--- config.mk ---
export PLATFORM = sky130hd
export DESIGN_NAME = coh_line_ctrl
export DESIGN_NICKNAME = d
export VERILOG_FILES = /design/src/rtl/coh_pkg.sv /design/src/rtl/coh_line_bank.sv /design/src/rtl/coh_snoop_unit.sv /design/src/rtl/coh_local_fsm.sv /design/src/rtl/coh_line_ctrl.sv
export SDC_FILE = /design/constraint.sdc
export NUM_CORES = 1
export LEC_CHECK = 0
export BUFFER_PORTS_ARGS = -buffer_cell sky130_fd_sc_hd__buf_2
export CORE_MARGIN = 2
export CORE_UTILIZATION = 51
export DETAILED_ROUTE_END_ITERATION = 8
export GPL_ROUTABILITY_DRIVEN = 0
export HOLD_SLACK_MARGIN = 0.12
export PLACE_DENSITY = 0.71
export SLEW_MARGIN = 20
export SYNTH_ARGS = -nofsm -noshare
export SYNTH_HDL_FRONTEND = slang
export SYNTH_HIERARCHICAL = 1
export SYNTH_SLANG_ARGS = --single-unit
--- constraint.sdc ---
create_clock -name clk -period 9.4 [get_ports clk]
set_clock_uncertainty 0.15 [all_clocks]
set_input_delay 1.88 -clock clk [delete_from_list [all_inputs] [get_ports clk]]
set_output_delay 1.88 -clock clk [all_outputs]
set_load 0.05 [all_outputs]
--- src/rtl/coh_pkg.sv ---
package coh_pkg;
  // line state as {valid, unique, dirty}
  typedef enum logic [2:0] {
    ST_INV = 3'b000,
    ST_SC  = 3'b100,
    ST_SD  = 3'b101,
    ST_UC  = 3'b110,
    ST_UD  = 3'b111
  } cstate_t;

  localparam int VBIT = 2;
  localparam int UBIT = 1;
  localparam int DBIT = 0;

  localparam logic [1:0] LOP_RD = 2'd0;
  localparam logic [1:0] LOP_WR = 2'd1;
  localparam logic [1:0] LOP_EV = 2'd2;

  localparam logic SOP_RD = 1'b0;
  localparam logic SOP_WI = 1'b1;
endpackage

--- src/rtl/coh_line_bank.sv ---
module coh_line_bank #(
  parameter int NLINES = 8,
  parameter int IW     = 3
) (
  input  logic          clk,
  input  logic          rst,
  input  logic [IW-1:0] sn_ridx,
  output logic [2:0]    sn_rstate,
  input  logic [IW-1:0] lc_ridx,
  output logic [2:0]    lc_rstate,
  input  logic [IW-1:0] q_ridx,
  output logic [2:0]    q_rstate,
  input  logic          sn_wen,
  input  logic [IW-1:0] sn_widx,
  input  logic [2:0]    sn_wval,
  input  logic          lc_wen,
  input  logic [IW-1:0] lc_widx,
  input  logic [2:0]    lc_wval
);
  import coh_pkg::*;

  logic [NLINES-1:0][2:0] lines;

  // local write has priority when both ports hit one line
  always_ff @(posedge clk) begin
    if (rst) begin
      lines <= '0;
    end else begin
      for (int k = 0; k < NLINES; k++) begin
        if (lc_wen && (lc_widx == IW'(k)))
          lines[k] <= lc_wval;
        else if (sn_wen && (sn_widx == IW'(k)))
          lines[k] <= sn_wval;
      end
    end
  end

  assign sn_rstate = lines[sn_ridx];
  assign lc_rstate = lines[lc_ridx];
  assign q_rstate  = lines[q_ridx];

  // first cycle out of reset sees every line invalid
  p_reset_clear_r1: assert property (@(posedge clk) disable iff (rst)
    $past(rst) |-> (lines == '0));
endmodule

--- src/rtl/coh_snoop_unit.sv ---
module coh_snoop_unit (
  input  logic       snp_valid,
  input  logic       snp_op,
  input  logic [2:0] cur,
  output logic       wen,
  output logic [2:0] nxt,
  output logic       wb,
  output logic       fwd,
  output logic       shared
);
  import coh_pkg::*;

  always_comb begin
    wen    = 1'b0;
    nxt    = cur;
    wb     = 1'b0;
    fwd    = 1'b0;
    shared = snp_valid && cur[VBIT];
    if (snp_valid && cur[VBIT]) begin
      if (snp_op == SOP_RD) begin
        fwd = cur[UBIT] | cur[DBIT];
        if (cur[UBIT]) begin
          wen = 1'b1;
          nxt = {1'b1, 1'b0, cur[DBIT]};
        end
      end else begin
        wen = 1'b1;
        nxt = ST_INV;
        wb  = (cur == ST_UD);
      end
    end
  end

  // a snoop never leaves a line unique
  always_comb begin
    if (wen) p_snoop_no_unique_r6: assert (!nxt[UBIT]);
  end
endmodule

--- src/rtl/coh_local_fsm.sv ---
module coh_local_fsm #(
  parameter int IW = 3
) (
  input  logic          clk,
  input  logic          rst,
  input  logic          loc_valid,
  input  logic [1:0]    loc_op,
  input  logic [IW-1:0] loc_idx,
  input  logic          snp_valid,
  input  logic [2:0]    cur,
  input  logic          shared_in,
  input  logic          upg_grant,
  output logic          wen,
  output logic [IW-1:0] widx,
  output logic [2:0]    wval,
  output logic          ev_wb,
  output logic          bus_rd,
  output logic          bus_upg,
  output logic          loc_ready,
  output logic          loc_done
);
  import coh_pkg::*;

  typedef enum logic {F_IDLE, F_WAIT} fst_t;
  fst_t          st;
  logic [IW-1:0] hold_idx;
  logic          acc, rd_miss, need_upg, grant_now;

  assign acc       = (st == F_IDLE) && loc_valid && !snp_valid && !loc_done;
  assign grant_now = (st == F_WAIT) && upg_grant;

  always_comb begin
    wen      = 1'b0;
    widx     = loc_idx;
    wval     = cur;
    ev_wb    = 1'b0;
    rd_miss  = 1'b0;
    need_upg = 1'b0;
    if (grant_now) begin
      wen  = 1'b1;
      widx = hold_idx;
      wval = ST_UD;
    end else if (acc) begin
      case (loc_op)
        LOP_RD: if (!cur[VBIT]) begin
          rd_miss = 1'b1;
          wen     = 1'b1;
          wval    = shared_in ? ST_SC : ST_UC;
        end
        LOP_WR: if (cur[UBIT]) begin
          wen  = 1'b1;
          wval = ST_UD;
        end else begin
          need_upg = 1'b1;
        end
        LOP_EV: if (cur[VBIT]) begin
          wen   = 1'b1;
          wval  = ST_INV;
          ev_wb = cur[DBIT];
        end
        default: ;
      endcase
    end
  end

  always_ff @(posedge clk) begin
    if (rst) begin
      st        <= F_IDLE;
      hold_idx  <= '0;
      bus_rd    <= 1'b0;
      bus_upg   <= 1'b0;
      loc_ready <= 1'b1;
      loc_done  <= 1'b0;
    end else begin
      bus_rd   <= acc && rd_miss;
      loc_done <= (acc && !need_upg) || grant_now;
      if (acc && need_upg) begin
        st        <= F_WAIT;
        hold_idx  <= loc_idx;
        bus_upg   <= 1'b1;
        loc_ready <= 1'b0;
      end else if (grant_now) begin
        st        <= F_IDLE;
        bus_upg   <= 1'b0;
        loc_ready <= 1'b1;
      end
    end
  end

  // an outstanding upgrade blocks new local requests
  p_upg_not_ready_r5: assert property (@(posedge clk) disable iff (rst)
    bus_upg |-> !loc_ready);
  // a grant finishes the upgrade on the next cycle
  p_grant_completes_r5: assert property (@(posedge clk) disable iff (rst)
    (bus_upg && upg_grant) |=> (loc_done && !bus_upg && loc_ready));
  // a bus read always accompanies a completed read
  p_rd_done_r3: assert property (@(posedge clk) disable iff (rst)
    bus_rd |-> loc_done);
endmodule

--- src/rtl/coh_line_ctrl.sv ---
module coh_line_ctrl #(
  parameter int NLINES = 8,
  localparam int IW = (NLINES > 1) ? $clog2(NLINES) : 1
) (
  input  logic          clk,
  input  logic          rst,
  input  logic          loc_valid,
  input  logic [1:0]    loc_op,
  input  logic [IW-1:0] loc_idx,
  output logic          loc_ready,
  output logic          loc_done,
  input  logic          shared_in,
  output logic          bus_rd,
  output logic          bus_upg,
  input  logic          upg_grant,
  input  logic          snp_valid,
  input  logic          snp_op,
  input  logic [IW-1:0] snp_idx,
  output logic          snp_shared,
  output logic          snp_fwd,
  output logic          wb_req,
  output logic [IW-1:0] wb_idx,
  input  logic [IW-1:0] qry_idx,
  output logic [2:0]    qry_state
);
  logic [2:0]    sn_cur, lc_cur, q_cur, sn_nxt, lc_wval;
  logic          sn_wen, sn_wb, sn_fwd, lc_wen, lc_evwb;
  logic [IW-1:0] lc_widx;

  coh_line_bank #(.NLINES(NLINES), .IW(IW)) u_bank (
    .clk(clk), .rst(rst),
    .sn_ridx(snp_idx), .sn_rstate(sn_cur),
    .lc_ridx(loc_idx), .lc_rstate(lc_cur),
    .q_ridx(qry_idx),  .q_rstate(q_cur),
    .sn_wen(sn_wen), .sn_widx(snp_idx), .sn_wval(sn_nxt),
    .lc_wen(lc_wen), .lc_widx(lc_widx), .lc_wval(lc_wval)
  );

  coh_snoop_unit u_snoop (
    .snp_valid(snp_valid), .snp_op(snp_op), .cur(sn_cur),
    .wen(sn_wen), .nxt(sn_nxt), .wb(sn_wb), .fwd(sn_fwd),
    .shared(snp_shared)
  );

  coh_local_fsm #(.IW(IW)) u_local (
    .clk(clk), .rst(rst),
    .loc_valid(loc_valid), .loc_op(loc_op), .loc_idx(loc_idx),
    .snp_valid(snp_valid), .cur(lc_cur), .shared_in(shared_in),
    .upg_grant(upg_grant),
    .wen(lc_wen), .widx(lc_widx), .wval(lc_wval), .ev_wb(lc_evwb),
    .bus_rd(bus_rd), .bus_upg(bus_upg), .loc_ready(loc_ready),
    .loc_done(loc_done)
  );

  // snoop and local write-backs never share a cycle: local waits on snoops
  always_ff @(posedge clk) begin
    if (rst) begin
      wb_req    <= 1'b0;
      wb_idx    <= '0;
      snp_fwd   <= 1'b0;
      qry_state <= '0;
    end else begin
      wb_req    <= sn_wb | lc_evwb;
      wb_idx    <= sn_wb ? snp_idx : loc_idx;
      snp_fwd   <= sn_fwd;
      qry_state <= q_cur;
    end
  end

  // supplying data and writing back are never reported together
  p_fwd_no_wb_r6: assert property (@(posedge clk) disable iff (rst)
    snp_fwd |-> !wb_req);
  // completion is a single-cycle pulse
  p_done_single_r10: assert property (@(posedge clk) disable iff (rst)
    loc_done |=> !loc_done);
endmodule

# Word-level counts from Yosys, hierarchy flattened
# Index checks and enable logic that the tools add are counted.
# totals
rom_bits,0
output_inout_bits,13
n_memories,0
elab_cells,142
ramBits,0
regBits,39
latchBits,0
# classes
addsub,0
n_eq_ne,17
order_cmp,3
multipliers,0
muxes,60
shifts,0
n_reduce_logical,41
div_mod_pow,0
bitwise,4
# op_table
op,count
$mux 3,28
$bmux 3 s3,3
$eq 3x3->1 const B,9
$mux 1,25
$logic_and 1x1->1,24
$reduce_bool 2->1,9
$eq 3x2->1 const B,4
$lt 3x4->1 const B,3
$pmux 3 s3,1
$eq 3x1->1 const B,2
$logic_not 3->1,2
$mux 2,2
$logic_not 1->1,3
$pmux 1 s3,1
$reduce_or 3->1,1
$eq 2x1->1 const B,1
$eq 2x2->1 const B,1
$logic_not 2->1,1
$not 1->1,2
$or 1x1->1,2
$logic_or 1x1->1,1

# Logic depth before layout (Yosys ltp)
# Gate-level depths: netlist of the first run.
# logic_depth
depth_word,9
ltp_mapped,11
mapped_depth_nobuf,8

# By module
# Netlist of the first run, hierarchy kept.
# modules_own_cells
mod,seq_area_each_um2,cells_each,area_per_inst_um2,n_inst
coh_line_bank,480.5,154,1736.7,1
coh_local_fsm,140.1,57,461.7,1
coh_line_ctrl,160.2,20,234.0,1
coh_snoop_unit,0.0,10,57.6,1

# Worst setup path before layout of the first run
# No wires, ideal clock.
# synth_timing
path_type,in2out
startpoint,in snp_idx[0]
endpoint,out snp_shared
cell_stages,5
arrival_ns,3.042
path_buffers,1
setup_slack_ns,4.328
path_cell_list,buf_2 mux4_2 mux2_2 nand2_2 inv_2
# synth_between
elab_chain_cells,3
# synth_rtl
element,line_no,source
"start, declared",coh_line_ctrl.sv:18,"input logic [IW-1:0] snp_idx,"
$bmux 3 s3,coh_line_bank.sv:38,assign sn_rstate = lines[sn_ridx];
$mux 3 (not written as such),coh_line_bank.sv:38,
named net sn_cur[2],coh_line_ctrl.sv:26,"logic [2:0] sn_cur, lc_cur, q_cur, sn_nxt, lc_wval;"
$logic_and 1x1->1,coh_snoop_unit.sv:18,shared = snp_valid && cur[VBIT];
"end, declared",coh_line_ctrl.sv:19,"output logic snp_shared,"
# The timed path passes the listed nets, and every way through them passes these cells. The select of a mux whose other input is x is not followed.

# Final worst setup path of the first run
# Same ends and word-level chain as after synthesis.

==> results by group, run 1 <==
Layout
  – Share of cells above drive strength 1: 29.77%
  – Area growth syn-to-layout: 10.95%
  – # diodes: 0
  – Fill cells: 418
  – Nets: 279

Clocking
  – Clk_lat worst skew: 0.29 ns
  – CTS Sinks: 39
  – Worst-path clk slew: 0.08 ns
  – CTS tree: done
  – CTS Buf Count: 5
  – Post-CTS Repair Setup Buffers: 0
  – PostCTS Resize Cnt: 0
  – # H-tree levels: 2
  – Hold_buf cts: 0
  – CTS max path bufs: 2
  – Clock Tree Root: clkbuf_8

Run status
  – Status: completed

Synthesis
  – Avg Inst Size Synth: 10.33 sq um
  – Synth area leader: dfxtp_1
  – Number of flops mapped to enable cells by yosys: 0
  – Asr flop ratio synth: 0%
  – Syn nets: 259
  – Yosys Warn Count: 6
  – Seq cells post-synth: 39
  – Synth area leaders: dfxtp_1, mux4_2, mux2i_1
  – Post-Syn Instances: 241
  – Synth cell types: 38
  – Ys flop type: dfxtp_1
  – Count leader, synth: dfxtp_1
  – Commonest cells post-synth: dfxtp_1, nor2_1, mux2i_1
  – Top-area cell type share of the netlist area: 31.36%
  – Sequential cell area fraction in the yosys report: 31.36%
  – Mapped cell area: 2490 sq um

Drt
  – DR WL/cell: 18.16 um
  – Final ANT Viol Nets: 0
  – Via count: 2,068
  – Detailed Route WL: 5975 um
  – Drt initial violations: 211
  – DR DRC count: 0
  – DR pass1 iterations: 4
  – Vias per std cell: 6.286

Pwr
  – Clock power frac: 37.5%
  – Peak VDD IR: 45.19 uV
  – Cell area power density: 121.5 nW/um^2
  – Sw frac: 25.77%
  – Logic gate share of total power: 12.0%
  – Internal: 249.2 uW
  – Sequential share of power: 50.5%
  – Static leakage: 1.078 nW
  – Switch Pwr: 86.51 uW

Timing
  – Post-route setup TNS: 0 ns
  – Worst slew pin tran: 0.9134 ns
  – Fin Hold WS: 0.3275 ns
  – F_max: 185.0 MHz
  – Worst rel slew slack: 38.84%
  – Final Setup Violations: 0
  – Fin. Hold Viols: 0
  – Min cycle time layout: 5.404 ns
  – Slew Viols, Final: 0
  – Fin crit share: 57.49%
  – RSZ-0062 raised after global routing: no

Floorplanning
  – Rows: 25
  – Die area: 5457 sq um
  – Starting density of the core: 52.72%
  – Die H: 73.87 um
  – Core ar.: 4723 sq um
  – IO Count: 31
  – Die width: 73.87 um

GRT
  – Global-route wire length before repair: 9597 um
  – Initial antenna violation count: 0
  – Gr ovfl total: 0
  – Largest net degree at the start of global routing: 43
  – Vias in the first global route: 1,836
  – Global-route usage over all layers: 23.81%

Run
  – Total of max-cap violations: 0

Critical path
  – CP endpoint kind: output port
  – Worst Path Arrival: 3.37 ns
  – Critical Path Source Type: input port
  – Setup CP Type: in2out
  – Worst-path maximum fanout: 15
  – Critical Path RT: 7.37 ns

Placed design
  – Port-buffer cells: 30
  – Post-DP HPWL: 4343 um

Min path
  – HP Class: reg2reg
[metrics by stage]
| step | cell area (sq um) | util [%] | instances | total power, mW | setup slack, ns |
|---|---|---|---|---|---|
| global route | 2763 | 58.49 | 329 | 0.3481 | 3.900 |
| detailed placement | 2659 | 56.29 | 321 | 0.2135 | 4.000 |
| finish | 2763 | 58.49 | 329 | 0.3357 | 3.996 |
| global placement | 2659 | 56.29 | 321 | 0.2128 | 4.043 |
| CTS | 2763 | 58.49 | 329 | 0.3379 | 3.999 |
| floorplan | 2490 | - | 241 | 0.2004 | 4.328 |
[final cells by class]
cell class	count	area, sq um	share of cell area, %
Sequential cell	39	780.7	28.26
Multi-Input combinational cell	180	1618	58.56
Timing Repair Buffer	32	165.2	5.978
Inverter	3	11.26	0.4076
Tap cell	67	83.83	3.034
Clock buffer	7	96.34	3.487
Clock inverter	1	7.507	0.2717
[path summary, 6_finish.rpt]
path                                          start  cells past startpoint  slack (ns)                   to
worst min-delay path            u_local/hold_idx[0]                      2        0.33  u_local/hold_idx[0]
worst max-delay path                     snp_idx[0]                      6        4.00           snp_shared
worst min register to register  u_local/hold_idx[0]                      2        0.33  u_local/hold_idx[0]
worst max register to register     u_bank/lines[23]                      9        6.45      u_bank/lines[2]
[kinds of logic after synthesis]
family	share of synthesized area, %
buffers and inverters	3.668
flip-flops	31.36
AO/OA/AOI/OAI	10.96
AND/OR/NAND/NOR	20.25
multiplexers	33.77
[metal layers]
layer	GRT usage [%]	up-vias	share of wire, %
met4	7.879	0	2.1
met5	0	-	0
met2	35.22	99	46
met1	34.77	988	43
met3	4.664	10	8.8
li1	-	971	-
[power groups by stage]
stage | sequential [mW] | clock (mW) | combinational (mW)
3_3_place_gp | 0.173 | 0 | 0.0396
5_1_grt | 0.170 | 0.135 | 0.0437
4_1_cts | 0.169 | 0.128 | 0.0403
6_report | 0.169 | 0.126 | 0.0404
3_5_place_dp | 0.173 | 0 | 0.0403
2_1_floorplan | 0.177 | 0 | 0.0231
[placed cells by master, fill, tap and decap left out, types with 3 or more instances in the layout]
master,n
dfxtp_1,39
nor2_1,33
mux2i_1,30
buf_2,30
a211oi_1,23
mux4_2,18
mux2_2,12
nand2b_1,9
clkbuf_8,7
nand4b_1,6
nor2b_1,5
nand4_1,4
a21oi_1,4
nor3_1,4
nand4bb_1,3
and4bb_2,3
nand3_1,3
[sequential cells by signal, summed over array words and instances, names as in the netlist]
name               cells
u_local/bus_rd         1
u_local/loc_done       1
u_local/st             1
wb_req                 1
snp_fwd                1
u_bank/lines          24
u_local/loc_ready      1
qry_state              3
wb_idx                 3
u_local/hold_idx       3
[critical path: stages]
cell and delay [ns]:
buf_2 0.29, mux4_2 0.55, mux2_2 0.29, nand2_2 0.11
inv_2 0.04, buf_2 0.20
Power figures use the tool's default switching activity.
==> inputs of run 2 (changes only) <==
- clock period: 9.4 -> 5.6 ns (I/O delays scaled with it)
==> results by group, run 2 (synthesis results as in run 1) <==
Run status
  – Status: completed (unchanged)

Pwr
  – Static leakage: 1.070 nW (was 1.078 nW)
  – Peak VDD IR: 67.80 uV (was 45.19 uV)
  – Cell area power density: 197.8 nW/um^2 (was 121.5 nW/um^2)

Drt
  – Top Layer Used: met4 (unchanged)
  – Met2 WL: 2833 um (was 2741 um)
  – DR pass1 iterations: 4 (unchanged)
  – DR DRC count: 0 (unchanged)
  – Metal3 WL: 407 um (was 524 um)
  – Final ANT Viol Nets: 0 (unchanged)
  – Vias per std cell: 6.137 (was 6.286)
  – Post-Route M1 WL: 2741 um (was 2585 um)
  – DR WL/cell: 18.55 um (was 18.16 um)
  – Detailed Route WL: 6102 um (was 5975 um)
  – Via count: 2,019 (was 2,068)
  – Drt initial violations: 260 (was 211)

Critical path
  – Critical Path Source: snp_idx[0] (unchanged)
  – CP Cell Sequence: buf_2 > mux4_2 > mux2_2 > nand2_2 > inv_2 > buf_2 (unchanged)
  – Worst-path maximum fanout: 15 (unchanged)
  – Critical Path Source Type: input port (unchanged)
  – Setup CP Type: in2out (unchanged)
  – Worst Path Arrival: 2.66 ns (was 3.37 ns)
  – CP endpoint kind: output port (unchanged)
  – Kind of cell adding the most delay to the critical path: multiplexers (unchanged)
  – Slowest stage delay, CP: 0.54 ns (was 0.55 ns)
  – Critical path buffers and inverters: 3 (unchanged)
  – Slowest cell on crit path: mux4_2 (unchanged)
  – Critical Path RT: 4.33 ns (was 7.37 ns)
  – R2R Path Start: u_local/st (was u_bank/lines[23])
  – Cell mode on critical path: buf_2 (unchanged)

Layout
  – Nets: 279 (unchanged)
  – Area growth syn-to-layout: 10.05% (was 10.95%)
  – Share of cells above drive strength 1: 29.01% (was 29.77%)
  – Largest register FFs: 24 (unchanged)
  – Fill cells: 395 (was 418)
  – Most common cell after layout, fill and taps aside: dfxtp_1 (unchanged)
  – # diodes: 0 (unchanged)
  – Largest reg by FF count: u_bank/lines (unchanged)
  – Commonest cells after routing, fill and taps aside: dfxtp_1, nor2_1, mux2i_1, buf_2, a211oi_1 (unchanged)

Clocking
  – Clock Tree Root: clkbuf_8 (unchanged)
  – CTS tree: done (unchanged)
  – CTS Sinks: 39 (unchanged)
  – Hold_buf cts: 0 (unchanged)
  – CTS Buf Count: 5 (unchanged)
  – Clk_lat worst skew: 0.30 ns (was 0.29 ns)
  – # H-tree levels: 2 (unchanged)
  – Post-CTS Repair Setup Buffers: 0 (unchanged)
  – PostCTS Resize Cnt: 0 (unchanged)
  – Worst-path clk slew: 0.07 ns (was 0.08 ns)
  – CTS max path bufs: 2 (unchanged)

Timing
  – Post-route setup TNS: 0 ns (unchanged)
  – Fin Hold WS: 0.3272 ns (was 0.3275 ns)
  – Worst rel slew slack: 39.02% (was 38.84%)
  – Slew Viols, Final: 0 (unchanged)
  – F_max: 254.1 MHz
  – Final Setup Violations: 0 (unchanged)
  – Fin crit share: 70.26%
  – Worst slew pin tran: 0.9107 ns (was 0.9134 ns)
  – RSZ-0062 raised after global routing: no (unchanged)
  – Fin. Hold Viols: 0 (unchanged)
  – Min cycle time layout: 3.935 ns

Placed design
  – Port-buffer cells: 30 (unchanged)
  – Post-DP HPWL: 4263 um (was 4343 um)

GRT
  – Global-route usage over all layers: 24.10% (was 23.81%)
  – Initial antenna violation count: 0 (unchanged)
  – Vias in the first global route: 1,783 (was 1,836)
  – Largest net degree at the start of global routing: 43 (unchanged)
  – Global-route wire length before repair: 9666 um (was 9597 um)
  – Gr ovfl total: 0 (unchanged)

Run
  – Total of max-cap violations: 0 (unchanged)

Min path
  – HP Class: reg2reg (unchanged)
  – Worst Min Path Start: u_local/hold_idx[0] (unchanged)

Floorplanning
  – Die width: 73.87 um (unchanged)
  – Die H: 73.87 um (unchanged)
  – Rows: 25 (unchanged)
  – Core ar.: 4723 sq um (unchanged)
  – Starting density of the core: 52.72% (unchanged)
  – Die area: 5457 sq um (unchanged)
  – IO Count: 31 (unchanged)
-- run 2: cell types whose count changed in the layout (fill, tap and decap cells not counted), sizes merged --
cell,before,now
clkinvlp,1,0
clkinv,0,1
-- run 2: per-stage QoR --
stage / setup WS, ns / util (%) / power (mW) / instances / area, sq um
6_report: 1.665 / 58.01 / 0.5420 / 329 / 2740
5_1_grt: 1.589 / 58.01 / 0.5610 / 329 / 2740
4_1_cts: 1.664 / 58.01 / 0.5426 / 329 / 2740
3_5_place_dp: 1.422 / 56.29 / 0.3586 / 321 / 2659
3_3_place_gp: 1.532 / 56.29 / 0.3578 / 321 / 2659
2_1_floorplan: 1.661 / - / 0.3365 / 241 / 2490
-- run 2: cell type report --
type	count	area (sq um)	share of cell area, %
tap	67	83.83	3.059
sequential	39	780.7	28.49
inverter	3	11.26	0.4110
clock buffer	7	76.32	2.785
multi-input combinational	180	1618	59.04
timing repair buffer	32	165.2	6.027
clock inverter	1	5.005	0.1826
-- run 2: worst min-delay path, stage by stage (launching register included) --
cell and delay [ns]:
dfxtp_1 0.31, nand2b_1 0.06, mux2i_1 0.06
-- run 2: worst paths after layout --
kind                                       endpoint  slack, ns  cells past startpoint
worst max register to register      u_bank/lines[2]       2.57                      5
worst min register to register  u_local/hold_idx[0]       0.33                      2
worst max-delay path                     snp_shared       1.67                      6
worst min-delay path            u_local/hold_idx[0]       0.33                      2
-- run 2: layer usage --
layer  global-route usage, %  up-vias
met5                       0        -
met4                   10.91        0
met3                   4.664       10
met2                   35.32       69
met1                   34.22      966
li1                        -      974
-- run 2: where the power goes --
group	internal [mW]	total, mW	leakage (nW)	switching, mW
registers	0.281	0.284	0.316	0.00301
logic	0.0247	0.0680	0.712	0.0433
clock network	0.0875	0.190	0.0422	0.102
